## src/rtl/wbm_pkg.sv

```systemverilog
package wbm_pkg;

   // Per-slot write command for one cycle
   typedef enum logic [1:0] {
      SLOT_KEEP  = 2'd0,
      SLOT_FILL  = 2'd1,
      SLOT_MERGE = 2'd2
   } slot_op_e;

   function automatic bit is_pow2(int unsigned n);
      return (n != 0) && ((n & (n - 1)) == 0);
   endfunction

endpackage

```

## src/rtl/wbm_slot.sv

```systemverilog
module wbm_slot
   import wbm_pkg::*;
#(
   parameter int unsigned BLK_W    = 28,
   parameter int unsigned ST_BYTES = 8,
   parameter int unsigned HALVES   = 2,
   localparam int unsigned SEL_W      = $clog2(HALVES),
   localparam int unsigned LINE_BYTES = ST_BYTES * HALVES
) (
   input  logic                    clk,
   input  logic                    rst_n,
   input  slot_op_e                op,
   input  logic                    drop,
   input  logic [BLK_W-1:0]        in_blk,
   input  logic [SEL_W-1:0]        in_sel,
   input  logic [ST_BYTES*8-1:0]   in_data,
   input  logic [ST_BYTES-1:0]     in_be,
   output logic                    out_vld,
   output logic [BLK_W-1:0]        out_blk,
   output logic [LINE_BYTES*8-1:0] out_data,
   output logic [LINE_BYTES-1:0]   out_mask
);

   logic                    vld_q;
   logic [BLK_W-1:0]        blk_q;
   logic [LINE_BYTES*8-1:0] data_q;
   logic [LINE_BYTES-1:0]   mask_q;

   always_ff @(posedge clk or negedge rst_n) begin
      if (!rst_n) begin
         vld_q  <= 1'b0;
         blk_q  <= '0;
         data_q <= '0;
         mask_q <= '0;
      end else begin
         if (drop) begin
            vld_q <= 1'b0;
         end
         case (op)
            SLOT_FILL: begin
               vld_q <= 1'b1;
               blk_q <= in_blk;
               for (int h = 0; h < int'(HALVES); h++) begin
                  for (int k = 0; k < int'(ST_BYTES); k++) begin
                     if ((SEL_W'(h) == in_sel) && in_be[k]) begin
                        data_q[(h*ST_BYTES+k)*8 +: 8] <= in_data[k*8 +: 8];
                        mask_q[h*ST_BYTES+k]          <= 1'b1;
                     end else begin
                        data_q[(h*ST_BYTES+k)*8 +: 8] <= 8'h00;
                        mask_q[h*ST_BYTES+k]          <= 1'b0;
                     end
                  end
               end
            end
            SLOT_MERGE: begin
               for (int h = 0; h < int'(HALVES); h++) begin
                  for (int k = 0; k < int'(ST_BYTES); k++) begin
                     if ((SEL_W'(h) == in_sel) && in_be[k]) begin
                        data_q[(h*ST_BYTES+k)*8 +: 8] <= in_data[k*8 +: 8];
                        mask_q[h*ST_BYTES+k]          <= 1'b1;
                     end
                  end
               end
            end
            default: ;
         endcase
      end
   end

   assign out_vld  = vld_q;
   assign out_blk  = blk_q;
   assign out_data = data_q;
   assign out_mask = mask_q;

endmodule

```

## src/rtl/wbm_match.sv

```systemverilog
module wbm_match #(
   parameter int unsigned DEPTH = 4,
   parameter int unsigned BLK_W = 28,
   localparam int unsigned PTR_W = $clog2(DEPTH)
) (
   input  logic [DEPTH-1:0] vld,
   input  logic [DEPTH-1:0] busy,
   input  logic [BLK_W-1:0] blks [DEPTH],
   input  logic [BLK_W-1:0] probe,
   output logic [DEPTH-1:0] hit_vec,
   output logic             hit_any,
   output logic [PTR_W-1:0] hit_idx
);

   // One comparator per entry; an entry on offer is excluded
   for (genvar i = 0; i < DEPTH; i++) begin : g_cmp
      assign hit_vec[i] = vld[i] & ~busy[i] & (blks[i] == probe);
   end

   // Lowest index wins (at most one hit is expected)
   always_comb begin
      hit_idx = '0;
      for (int i = int'(DEPTH) - 1; i >= 0; i--) begin
         if (hit_vec[i]) begin
            hit_idx = PTR_W'(i);
         end
      end
   end

   assign hit_any = |hit_vec;

endmodule

```

## src/rtl/wbm_drain.sv

```systemverilog
module wbm_drain
   import wbm_pkg::*;
#(
   parameter int unsigned DEPTH        = 4,
   parameter int unsigned DRAIN_CYCLES = 4,
   localparam int unsigned PTR_W = $clog2(DEPTH)
) (
   input  logic             clk,
   input  logic             rst_n,
   input  logic [DEPTH-1:0] vld,
   input  logic             dr_ready,
   output logic             dr_valid,
   output logic             take,
   output logic [PTR_W-1:0] head,
   output logic [DEPTH-1:0] busy
);

   logic             port_free;
   logic [PTR_W-1:0] head_q;
   logic [PTR_W-1:0] head_inc;

   // Pointer wrap: free for power-of-two depth, compare otherwise
   if (is_pow2(DEPTH)) begin : g_wrap_pow2
      assign head_inc = head_q + 1'b1;
   end else begin : g_wrap_cmp
      assign head_inc = (head_q == PTR_W'(DEPTH - 1)) ? '0 : head_q + 1'b1;
   end

   // Port occupancy after each accepted write
   if (DRAIN_CYCLES > 1) begin : g_cool
      localparam int unsigned CW = $clog2(DRAIN_CYCLES);
      logic [CW-1:0] cool_q;
      always_ff @(posedge clk or negedge rst_n) begin
         if (!rst_n) begin
            cool_q <= '0;
         end else if (take) begin
            cool_q <= CW'(DRAIN_CYCLES - 1);
         end else if (cool_q != '0) begin
            cool_q <= cool_q - 1'b1;
         end
      end
      assign port_free = (cool_q == '0);
   end else begin : g_nocool
      assign port_free = 1'b1;
   end

   always_ff @(posedge clk or negedge rst_n) begin
      if (!rst_n) begin
         head_q <= '0;
      end else if (take) begin
         head_q <= head_inc;
      end
   end

   assign head     = head_q;
   assign dr_valid = vld[head_q] & port_free;
   assign take     = dr_valid & dr_ready;
   assign busy     = dr_valid ? (DEPTH'(1) << head_q) : '0;

endmodule

```

## src/rtl/wbm_store_buffer.sv

```systemverilog
module wbm_store_buffer
   import wbm_pkg::*;
#(
   parameter int unsigned ADDR_W       = 32,
   parameter int unsigned ST_BYTES     = 8,
   parameter int unsigned HALVES       = 2,
   parameter int unsigned DEPTH        = 4,
   parameter int unsigned DRAIN_CYCLES = 4,
   localparam int unsigned LINE_BYTES = ST_BYTES * HALVES,
   localparam int unsigned OFS_W      = $clog2(ST_BYTES),
   localparam int unsigned SEL_W      = $clog2(HALVES),
   localparam int unsigned BLK_LSB    = OFS_W + SEL_W,
   localparam int unsigned BLK_W      = ADDR_W - BLK_LSB,
   localparam int unsigned PTR_W      = $clog2(DEPTH),
   localparam int unsigned CNT_W      = $clog2(DEPTH + 1)
) (
   input  logic                    clk,
   input  logic                    rst_n,
   input  logic                    st_valid,
   output logic                    st_ready,
   input  logic [ADDR_W-1:0]       st_addr,
   input  logic [ST_BYTES*8-1:0]   st_data,
   input  logic [ST_BYTES-1:0]     st_be,
   output logic                    dr_valid,
   input  logic                    dr_ready,
   output logic [ADDR_W-1:0]       dr_addr,
   output logic [LINE_BYTES*8-1:0] dr_data,
   output logic [LINE_BYTES-1:0]   dr_mask,
   output logic                    buf_full,
   output logic                    buf_empty
);

   // Elaboration-time parameter checks
   if (DEPTH < 2) begin : g_bad_depth
      $error("wbm_store_buffer: DEPTH must be at least 2");
   end
   if (HALVES < 2 || !is_pow2(HALVES)) begin : g_bad_halves
      $error("wbm_store_buffer: HALVES must be a power of two, at least 2");
   end
   if (!is_pow2(ST_BYTES)) begin : g_bad_width
      $error("wbm_store_buffer: ST_BYTES must be a power of two");
   end
   if (DRAIN_CYCLES < 1) begin : g_bad_drain
      $error("wbm_store_buffer: DRAIN_CYCLES must be at least 1");
   end
   if (ADDR_W <= BLK_LSB) begin : g_bad_addr
      $error("wbm_store_buffer: ADDR_W too small for the block size");
   end

   // Address split
   logic [BLK_W-1:0] st_blk;
   logic [SEL_W-1:0] st_sel;
   logic             lsb_unused;

   assign st_blk     = st_addr[ADDR_W-1:BLK_LSB];
   assign st_sel     = st_addr[BLK_LSB-1:OFS_W];
   assign lsb_unused = ^st_addr[OFS_W-1:0];

   // Slot state
   logic                    vld_u     [DEPTH];
   logic [BLK_W-1:0]        slot_blk  [DEPTH];
   logic [LINE_BYTES*8-1:0] slot_data [DEPTH];
   logic [LINE_BYTES-1:0]   slot_mask [DEPTH];
   logic [DEPTH-1:0]        slot_vld;

   always_comb begin
      for (int i = 0; i < int'(DEPTH); i++) begin
         slot_vld[i] = vld_u[i];
      end
   end

   // Queue bookkeeping
   logic [PTR_W-1:0] tail;
   logic [CNT_W-1:0] count;
   logic [PTR_W-1:0] head;
   logic [DEPTH-1:0] busy;
   logic             take;

   // Merge search
   logic [DEPTH-1:0] hit_vec;
   logic             hit_any;
   logic [PTR_W-1:0] hit_idx;

   wbm_match #(
      .DEPTH (DEPTH),
      .BLK_W (BLK_W)
   ) u_match (
      .vld     (slot_vld),
      .busy    (busy),
      .blks    (slot_blk),
      .probe   (st_blk),
      .hit_vec (hit_vec),
      .hit_any (hit_any),
      .hit_idx (hit_idx)
   );

   // Drain sequencing
   wbm_drain #(
      .DEPTH        (DEPTH),
      .DRAIN_CYCLES (DRAIN_CYCLES)
   ) u_drain (
      .clk      (clk),
      .rst_n    (rst_n),
      .vld      (slot_vld),
      .dr_ready (dr_ready),
      .dr_valid (dr_valid),
      .take     (take),
      .head     (head),
      .busy     (busy)
   );

   // Store acceptance
   logic at_cap;
   logic accept;
   logic do_merge;
   logic do_alloc;

   assign at_cap   = (count == CNT_W'(DEPTH));
   assign st_ready = hit_any | ~at_cap;
   assign accept   = st_valid & st_ready;
   assign do_merge = accept & hit_any;
   assign do_alloc = accept & ~hit_any;

   // Entry array
   for (genvar i = 0; i < DEPTH; i++) begin : g_slot
      slot_op_e op_i;
      logic     drop_i;

      always_comb begin
         if (do_merge && (hit_idx == PTR_W'(i))) begin
            op_i = SLOT_MERGE;
         end else if (do_alloc && (tail == PTR_W'(i))) begin
            op_i = SLOT_FILL;
         end else begin
            op_i = SLOT_KEEP;
         end
      end

      assign drop_i = take & (head == PTR_W'(i));

      wbm_slot #(
         .BLK_W    (BLK_W),
         .ST_BYTES (ST_BYTES),
         .HALVES   (HALVES)
      ) u_slot (
         .clk      (clk),
         .rst_n    (rst_n),
         .op       (op_i),
         .drop     (drop_i),
         .in_blk   (st_blk),
         .in_sel   (st_sel),
         .in_data  (st_data),
         .in_be    (st_be),
         .out_vld  (vld_u[i]),
         .out_blk  (slot_blk[i]),
         .out_data (slot_data[i]),
         .out_mask (slot_mask[i])
      );
   end

   // Tail pointer and occupancy
   logic [PTR_W-1:0] tail_inc;

   if (is_pow2(DEPTH)) begin : g_tail_pow2
      assign tail_inc = tail + 1'b1;
   end else begin : g_tail_cmp
      assign tail_inc = (tail == PTR_W'(DEPTH - 1)) ? '0 : tail + 1'b1;
   end

   always_ff @(posedge clk or negedge rst_n) begin
      if (!rst_n) begin
         tail  <= '0;
         count <= '0;
      end else begin
         if (do_alloc) begin
            tail <= tail_inc;
         end
         count <= count + CNT_W'(do_alloc) - CNT_W'(take);
      end
   end

   // Write port view of the head entry
   assign dr_addr   = {slot_blk[head], {BLK_LSB{1'b0}}};
   assign dr_data   = slot_data[head];
   assign dr_mask   = slot_mask[head];
   assign buf_full  = at_cap;
   assign buf_empty = (count == '0);

endmodule

```

## config.mk

```make
export PLATFORM = sky130hd
export DESIGN_NAME = wbm_store_buffer
export DESIGN_NICKNAME = d
export VERILOG_FILES = /design/src/rtl/wbm_pkg.sv /design/src/rtl/wbm_slot.sv /design/src/rtl/wbm_match.sv /design/src/rtl/wbm_drain.sv /design/src/rtl/wbm_store_buffer.sv
export SDC_FILE = /design/constraint.sdc
export NUM_CORES = 1
export LEC_CHECK = 0
export BUFFER_PORTS_ARGS = -buffer_cell sky130_fd_sc_hd__buf_2
export CORE_MARGIN = 3
export CORE_UTILIZATION = 57
export CTS_CLUSTER_DIAMETER = 150
export DETAILED_ROUTE_END_ITERATION = 6
export GPL_ROUTABILITY_DRIVEN = 0
export PLACE_DENSITY_LB_ADDON = 0.15
export SLEW_MARGIN = 20
export SYNTH_ARGS = -nofsm -noshare
export SYNTH_HDL_FRONTEND = slang
export SYNTH_SLANG_ARGS = --single-unit
```

## constraint.sdc

```tcl
create_clock -name clk -period 9.17 [get_ports clk]
set_input_delay 0.4585 -clock clk [delete_from_list [all_inputs] [get_ports clk]]
set_output_delay 0.4585 -clock clk [all_outputs]
set_load 0.01 [all_outputs]
```

Word level (Yosys, flattened, before mapping)
Cells that the tools add are included.

Reductions and logical operators: 104. Add/subtract/negate cells: 5. Magnitude comparators: 2. Multiplexer cells: 106. Bitwise gates (word level): 26. Shift-type cells: 1. Eq/ne operators: 86.

Operators by type and width (number): $pmux 128 s2 (4); $bmux 128 s2 (1); $mux 128 (2); $mux 8 (32); $pmux 16 s2 (4); $reduce_and 2->1 (64); $eq 28x28->1 (4); $ne 2x2->1 const B (48); $bmux 28 s2 (1); $mux 28 (2); $mux 1 (45); $bmux 16 s2 (1); $mux 16 (2); $ne 2x1->1 const B (16); $logic_and 1x1->1 (24); $eq 2x2->1 const B (10); $mux 2 (10); $reduce_bool 2->1 (10); $and 1x1->1 (17); $eq 2x1->1 const B (7); $logic_not 2->1 (4); $not 1->1 (7); $add 2x1->2 const B (2); $mux 4 (1); 12 further kinds (12).

Logic and storage cells: 470. Flip-flop bits (word level): 701.

Logic depth before layout (Yosys ltp)
Gate-level depths: netlist of the first run.

Word-level depth: 17. Gate-level depth with buffers: 16.

By module
Synthesis of the first run repeated with hierarchy kept, for this count alone.

Cells, all modules: 2389. Area total of the unflattened synthesis: 32572.5 µm².

Modules (own cells, without submodules): wbm_slot (sequential area each 4329.2 µm², cells an instance 484, area each 6587.6 µm², times used 4); wbm_store_buffer (sequential area each 125.1 µm², cells an instance 259, area each 4610.7 µm², times used 1); wbm_match (sequential area each 0.0 µm², cells an instance 162, area each 1293.7 µm², times used 1); wbm_drain (sequential area each 100.1 µm², cells an instance 32, area each 317.8 µm², times used 1).

Least setup slack after synthesis of the first run
OpenSTA, ideal clock, no wires.

Path kind: reg2reg. From: reg u_drain.head_q[0], in the netlist u_drain.head[0]. To: reg count[2]. Setup slack: 5.682 ns. Clock period less this slack: 3.488 ns. Buffers on the path: 4. Stages on the path, launching flop included: 17. Setup time: 0.080 ns. Arrival time: 3.408 ns. Cells stage by stage: dfrtp_1 buf_2 clkbuf_1 clkbuf_1 inv_1 ha_1 and2_1 nor4_4 nor3_1 buf_2 nand2_1 ha_1 inv_1 ha_1 fa_1 xnor2_1 xnor2_1.

Word-level cells in the longest chain between the ends: 13. Elaborated cells between the ends (all ways): 25. Classes of those cells: 2 x add/sub; 1 x shift; 3 x mux; 18 x bitwise; 1 x reduce/logical.

Ends and longest elaborated chain: start, declared (RTL line wbm_drain.sv:19) `logic [PTR_W-1:0] head_q;`; start signal, assigned (RTL line wbm_drain.sv:51) `head_q <= head_inc;`; $bmux 1 s2 (RTL line wbm_drain.sv:56) `assign dr_valid = vld[head_q] & port_free;`; $mux 1 (not written as such) (RTL line wbm_drain.sv:56); $and 1x1->1 (RTL line wbm_drain.sv:56); $mux 4 (RTL line wbm_drain.sv:58) `assign busy = dr_valid ? (DEPTH'(1) << head_q) : '0;`; $not 1->1 (RTL line wbm_match.sv:17) `assign hit_vec[i] = vld[i] & ~busy[i] & (blks[i] == probe);`; $and 1x1->1 (2 in a row) (RTL line wbm_match.sv:17); $reduce_or 4->1 (RTL line wbm_match.sv:30) `assign hit_any = |hit_vec;`; $or 1x1->1 (RTL line wbm_store_buffer.sv:119) `assign st_ready = hit_any | ~at_cap;`; $and 1x1->1 (RTL line wbm_store_buffer.sv:120) `assign accept = st_valid & st_ready;`; $and 1x1->1 (RTL line wbm_store_buffer.sv:122) `assign do_alloc = accept & ~hit_any;`; $add 3x1->3 (RTL line wbm_store_buffer.sv:178) `count <= count + CNT_W'(do_alloc) - CNT_W'(take);`; $sub 3x1->3 * (RTL line wbm_store_buffer.sv:178); end signal, assigned (RTL line wbm_store_buffer.sv:178); end, declared (RTL line wbm_store_buffer.sv:74) `logic [CNT_W-1:0] count;`.

Mark *: on every way between the ends. The rest lies on a longest branch, timed or not. The select of a mux whose other input is x is not followed. A chain may end at the register's enable or synchronous reset.

Worst setup path after layout of the first run
From: reg u_drain.head_q[1], in the netlist u_drain.head[1]. To: reg g_slot[0].u_slot.data_q[48].

Word-level cells in the longest chain between the ends: 17. Elaborated cells between the ends (all ways): 38. Classes of those cells: 3 x eq/ne; 1 x shift; 10 x mux; 18 x bitwise; 6 x reduce/logical.

Ends and longest elaborated chain: $bmux 1 s2 (RTL line wbm_drain.sv:56); $mux 1 (not written as such) (RTL line wbm_drain.sv:56); $and 1x1->1 (RTL line wbm_drain.sv:56); $mux 4 * (RTL line wbm_drain.sv:58); $not 1->1 (RTL line wbm_match.sv:17); $and 1x1->1 (2 in a row) (RTL line wbm_match.sv:17); $reduce_or 4->1 or $mux 2 (tied branches) (RTL line wbm_match.sv:30, wbm_match.sv:24); $or 1x1->1 or $mux 2 (tied branches) (RTL line wbm_store_buffer.sv:119, wbm_match.sv:24); $and 1x1->1 or $mux 2 (tied branches) (RTL line wbm_store_buffer.sv:120, wbm_match.sv:24); $and 1x1->1 or $mux 2 (tied branches) (RTL line wbm_store_buffer.sv:122, wbm_match.sv:24); $logic_and 1x1->1 or $logic_not 2->1 (tied branches) (RTL line wbm_store_buffer.sv:132, wbm_store_buffer.sv:130); $mux 1 or $logic_and 1x1->1 (tied branches) (RTL line wbm_store_buffer.sv:132, wbm_store_buffer.sv:130); $mux 2 * (RTL line wbm_store_buffer.sv:130) `if (do_merge && (hit_idx == PTR_W'(i))) begin`; $eq 2x2->1 or $eq 2x1->1 (tied branches) (RTL line wbm_slot.sv:39) `case (op)`; $ne 2x1->1 (no source line) or $reduce_bool 2->1 (tied branches); $reduce_and 2->1 (no source line); end signal, assigned by index (RTL line wbm_slot.sv:46) `data_q[(h*ST_BYTES+k)*8 +: 8] <= in_data[k*8 +: 8];`; end signal, assigned by index (RTL line wbm_slot.sv:59) `data_q[(h*ST_BYTES+k)*8 +: 8] <= in_data[k*8 +: 8];`; end, declared (RTL line wbm_slot.sv:26) `logic [LINE_BYTES*8-1:0] data_q;`.

Marked as above.

==> results of run 1 <==
-- layout by cell type (no fill, tap or decap), drive strengths merged, types with 2 or more instances in the layout --
master  netlist  routed
mux2i         2       2
o21ai        18      18
and3          2       2
dfrtp       701     701
mux2        114     114
mux4        172     172
xor2         51      51
nand4        23      23
nor2          6       6
inv          75      80
nand3         9       9
conb          1       4
nor3          6       6
a32o        272     272
clkbuf      108     105
nor4         23      23
nor2b        10      10
nand2       108     108
a31o          3       3
nor3b         3       3
a32oi        30      30
nand2b        5       5
and2         91      91
ha           11      11
a22o        304     304
diode         0       2
bufinv        0       6
xnor2        64      64
buf         121     326
clkinv        1      16
-- logic make-up after synthesis --
family | Yosys count | synth area share (%)
AOI/OAI and AO/OA | 633 | 18.4
xor gates and xnor gates | 115 | 3.07
adders and majority gates | 12 | 0.481
buffers and inverters | 305 | 4.08
DFF | 701 | 53.5
muxes | 288 | 15.8
other | 1 | 0.0114
and+or+nand+nor | 288 | 4.67
-- synthesized netlist by cell type, types with 2 or more instances --
library cell / number / area, um^2
nor3_1: 5 / 25.0
mux4_2: 172 / 3870
nand4_1: 23 / 144
nor2b_1: 10 / 62.6
mux2i_1: 2 / 20.0
buf_1: 26 / 97.6
o21ai_1: 16 / 80.1
nand3_1: 9 / 45.0
dfrtp_1: 701 / 17500
o21ai_0: 2 / 10.0
xor2_1: 51 / 447
a31o_1: 2 / 17.5
xnor2_1: 64 / 561
ha_1: 11 / 138
a22o_1: 304 / 2660
buf_6: 10 / 113
nor3b_1: 3 / 22.5
nor4_1: 22 / 138
a32oi_2: 29 / 472
clkbuf_1: 108 / 405
nor2_1: 5 / 18.8
nand2b_1: 5 / 31.3
mux2_2: 114 / 1280
nand2_1: 108 / 405
buf_4: 5 / 37.5
and2_1: 91 / 569
buf_2: 80 / 400
inv_1: 75 / 282
a32o_1: 272 / 2720
and3_1: 2 / 12.5
-- flip-flops by register name, summed over array words and instances (netlist names) --
| register | flops |
|---|---|
| g_slot.u_slot.out_vld | 4 |
| tail | 2 |
| u_drain.head | 2 |
| u_drain.g_cool.cool_q | 2 |
| g_slot.u_slot.out_mask | 64 |
| count | 3 |
| g_slot.u_slot.out_data | 512 |
| g_slot.u_slot.out_blk | 112 |
-- where the power goes --
part           total (mW)  switching, mW  internal, mW
combinational        5.86           2.92          2.94
sequential           5.67           1.03          4.65
clock                3.04           1.27          1.77
total                14.6           5.21          9.36
-- critical path, stage by stage (launching register included) --
cell     delay [ns]
dfrtp_4        0.81
buf_4          0.92
nand2_1        0.14
o22ai_2        0.38
nand2_1        0.13
a31o_2         0.28
nor3_4         0.72
buf_4          0.55
nand3_4        0.69
buf_4          0.70
a32o_1         0.42
-- layout make-up --
| type | instances | area share, % |
|---|---|---|
| sequential | 701 | 47.3 |
| inverter | 76 | 0.768 |
| clock buffer | 105 | 5.66 |
| tap | 756 | 2.55 |
| clock inverter | 27 | 0.866 |
| timing repair buffer | 327 | 5.11 |
| multi-input combinational | 1340 | 37.8 |
| antenna | 2 | 0.0135 |
-- through the flow --
step           area (um^2)  worst slack (ns)  hold slack, ns
2_1_floorplan        32800              5.68           0.163
3_5_place_dp         34500              3.30           0.476
4_1_cts              37000              3.24           0.112
3_3_place_gp         34500              3.32           0.468
6_report             37100              3.21           0.145
5_1_grt              37100              2.96           0.136
-- repair_timing --
item | 4_1_cts | 5_1_grt
hold endpoints to repair | 93 | 0
buffers inserted | 0 | 0
hold buffers | 1 | 0
-- worst min path at each step --
stage	start	to	slack, ns	depth (start not counted)
floorplan	rst_n	count[0]	0.16	0
global placement	g_slot[3].u_slot.out_data[82]	g_slot[3].u_slot.out_data[82]	0.47	1
detailed placement	g_slot[3].u_slot.out_data[34]	g_slot[3].u_slot.out_data[34]	0.48	1
CTS	dr_ready	u_drain.g_cool.cool_q[0]	0.11	3
global route	st_data[51]	g_slot[3].u_slot.out_data[115]	0.14	2
finish	st_data[51]	g_slot[3].u_slot.out_data[51]	0.15	2
-- layer usage --
layer  wire length (um)  part of all wire [%]  up-vias  track usage [%]
met5                 47                 0.050        -                0
met2              46600                    49     1089             50.5
met1              38000                    40    12300             43.7
met3               7100                   7.5      217             6.06
met4               3100                   3.3        6             10.6
li1                   -                     -     9531                -
==> flow_summary.toml, run 1 <==
[power]
peakVddDrop_mv = 0.226
p_leak_nw = 17.0
total_power_mw = 14.6
powerDensity_mw_per_mm2 = 392

[yosys]
seq_area_frac_synth_pct = 53.5
ys.flop_type = "dfrtp_1"
syn_inst = 2343
syn_area_mm2 = 0.0328
yosysWarnings = 0
yosys.cell_types.count = 46
syn_avg_cell_area_um2 = 14.0
ys_ff_latch = 701
async_flop_share_pct = 100
synth_edf_count = 0

[timing]
rsz0062_at_grt = "false"
max_clock_freq_mhz = 168
tns_ns = 0
slew_headroom_pct = 25.4
skew_ns = 0.0214
maxSlewViolCount = 0
hold_viol_final = 0
period_needed_ns = 5.96
fin_crit_sh_pct = 65.0
worst_pin_slew_ns = 1.12
setup_viol = 0

[worst_setup_path]
r2r-end = "g_slot[0].u_slot.out_data[48]"
critPathCaptureType = "flop"
cp.required_ns = 9.66
r2r-start = "u_drain.head[1]"
startpoint = "u_drain.head[1]"
path_max_fanout = 75
setup.worst_path.start_class = "flop"
crit_arrival_ns = 6.46
worstSetupPathType = "flop to flop"
crit_end = "g_slot[0].u_slot.out_data[48]"
rrSetupSlack_ns = 3.21
worstRegToRegCells = 10

[floorplan]
core_area_mm2 = 0.0566
start_util_pct = 57.9
die_h_um = 246
io_pins = 288
fp-row-count = 87
dieArea_mm2 = 0.0605
die_w_um = 246

[detailed_routing]
vias = 23200
detail_route.wl_per_cell_um = 28.4
drtAntennaViolNets = 0
drt_iter0_drc = 2351
via_per_inst = 6.95
first_pass_iters = 5
wirelength_um = 94800
drc = 0

[cts]
htreeDepth = 3
clkLatencyLatePin_ns = 0.63
cts_tree = "built"
clockBufferDepth = 3
clkTransAtPathRegs_ns = 0.06
cts_sinks = 701
clockRootBuffer = "clkbuf_16"
cts_resized = 0
cts-buffers-inserted = 75

[final_layout]
drive_gt1_share_pct = 30.0
multiInputGateArea_mm2 = 0.0140
utilization_pct = 65.6
area_delta_synth_final_pct = 13.2
final-seq-area_mm2 = 0.0175
final_cell_count_no_fill = 3334
nNetsFinal = 2641
fillCellCount = 4128

[global_routing]
antenna_found_initial = 5
grt_pass1_vias = 24100
grt_usage_pct = 31.5
grt-ovfl-total = 0
grt_pass1_wl_um = 146000
grt_max_degree = 110

[outcome]
status = "finished, final reports clean"

[placement]
dp_hpwl_um = 56800
dp.cells = 3194
numPortBuffers = 280

[hold_path]
hold_class = "input pin to flop"

[run]
max-cap-violations = 0
(Power assumes the default switching activity.)
==> run 2, diff against run 1 <==
Clock period 9.17 ns to 6 ns, I/O delays scaled along.
==> flow_summary.toml, run 2 (same netlist as run 1, synthesis figures left out) <==
[cts]
htreeDepth = 3
cts-buffers-inserted = 75
cts_tree = "built"
cts_sinks = 701
clkLatencyLatePin_ns = 0.61
clockBufferDepth = 3
clkTransAtPathRegs_ns = 0.06
clockRootBuffer = "clkbuf_16"
cts_resized = 0

[detailed_routing]
vias = 23500
wirelength_um = 95700
drtAntennaViolNets = 0
detail_route.wl_per_cell_um = 28.2
first_pass_iters = 7
drt_iter0_drc = 2216
via_per_inst = 6.93
drc = 2

[final_layout]
layout_commonest_cell = "dfrtp_1"
area_delta_synth_final_pct = 14.9
drive_gt1_share_pct = 29.5
fin_area_mm2 = 0.0377
final_cell_mix = "dfrtp_1, a22o_1, buf_2"
final_cell_count_no_fill = 3388
nNetsFinal = 2694
fillCellCount = 4047
largest_register_ffs = 512

[worst_setup_path]
cp.required_ns = 5.70
setup.worst_path.start_class = "flop"
path_cells = "mux2i_1 -> o22ai_2 -> and2_1 -> nor4_4 -> nor2_4 -> buf_4 -> nand3_1 -> buf_2"
slowest_delay_ns = 0.91
path_max_fanout = 37
critPathBufInv = 2
path_delay_family = "simple AND/OR/NAND/NOR gates"
critPathCaptureType = "output pin"
crit_arrival_ns = 4.22
worstSetupPathType = "flop to output pin"
slowest_stage = "dfrtp_4"

[global_routing]
grt_pass1_vias = 24500
grt_pass1_wl_um = 148000
antenna_found_initial = 9
grt-ovfl-total = 0
grt_usage_pct = 31.8
grt_max_degree = 207

[outcome]
status = "finished with violations"
violations = "DRC"

[hold_path]
hold_class = "input pin to flop"

[placement]
numPortBuffers = 280
dp_hpwl_um = 57700
dpl_cell_area_mm2 = 0.0347
dp.cells = 3200

[power]
p_leak_nw = 17.2
peakVddDrop_mv = 0.287
powerDensity_mw_per_mm2 = 592

[timing]
fin_crit_sh_pct = 75.4
skew_ns = 0.0172
slew_headroom_pct = 27.2
worst_pin_slew_ns = 1.09
max_clock_freq_mhz = 221
rsz0062_at_grt = "false"
hold_viol_final = 0
setup_viol = 0
tns_ns = 0
period_needed_ns = 4.52
maxSlewViolCount = 0

[run]
max-cap-violations = 0

[floorplan]
fp-row-count = 87
die_w_um = 246
start_util_pct = 57.9
io_pins = 288
dieArea_mm2 = 0.0605
die_h_um = 246
core_area_mm2 = 0.0566
[run 2: cell count changes in the layout (fill, tap and decap cells not counted), sizes merged]
cell | previous run | this run
clkinvlp | 1 | 0
clkinv | 16 | 10
buf | 326 | 328
inv | 80 | 76
clkbuf | 105 | 119
diode | 2 | 4
bufinv | 6 | 2
dlygate4sd3 | 1 | 52
[run 2: final timing paths]
path,from,endpoint,slack [ns],cells past startpoint
setup reg to reg,u_drain.head[0],count[2],1.61,12
hold / removal,st_data[1],g_slot[3].u_slot.out_data[65],0.02,2
max in group asynchronous,rst_n,g_slot[0].u_slot.out_data[25],4.08,4
min in group asynchronous,rst_n,g_slot[1].u_slot.out_data[51],0.29,2
setup / recovery,u_drain.head[0],st_ready,1.48,8
hold reg to reg,g_slot[3].u_slot.out_data[14],g_slot[3].u_slot.out_data[14],0.49,1
[run 2: metal layers]
| metal | vias to the layer above | wire, um | global-route usage [%] |
|---|---|---|---|
| li1 | 9660 | - | - |
| met3 | 214 | 7590 | 5.75 |
| met2 | 1118 | 47100 | 51.5 |
| met1 | 12500 | 37800 | 43.6 |
| met5 | - | 62 | 0 |
| met4 | 10 | 3100 | 11.7 |
[run 2: stage by stage]
stage	hold slack (ns)	total power, mW	setup WS, ns	util (%)
global placement	0.383	17.3	1.70	61.3
CTS	0.000584	22.4	1.45	66.5
floorplan	0.00441	14.4	2.51	-
global route	0.0168	23.4	1.31	66.6
finish	0.0225	22.3	1.48	66.6
detailed placement	0.403	17.7	1.64	61.3
[run 2: final cells by class]
cell class              instances  area, um^2  share of cell area (%)
diodes                          4        10.0                  0.0266
clock buffers                 119        2330                    6.17
clock inverters                12         114                   0.302
inverters                      76         285                   0.757
multi-input cells            1340       14000                    37.2
flip-flops and latches        701       17500                    46.6
well taps                     756         946                    2.51
repair buffers                380        2440                    6.47
[run 2: report_power, final]
part	switching, mW	internal, mW	total, mW
Sequential	1.58	7.10	8.68
Combinational	4.49	4.54	9.03
Clock	1.87	2.73	4.60
Total	7.94	14.4	22.3
[run 2: timing repair]
action | CTS | global route
buffers inserted | 0 | 0
endpoints found under the hold margin | 190 | 0
hold buffers | 52 | 0
[run 2: worst reg2reg max path: cells and delay by family, from the launching register on]
family,cells,cell delay [ns]
flops,1,0.91
fa+ha+maj,3,0.92
mux,1,0.22
simple gates,3,1.26
buf+inv,1,0.04
compound gates,2,0.64
xor+xnor,2,0.34
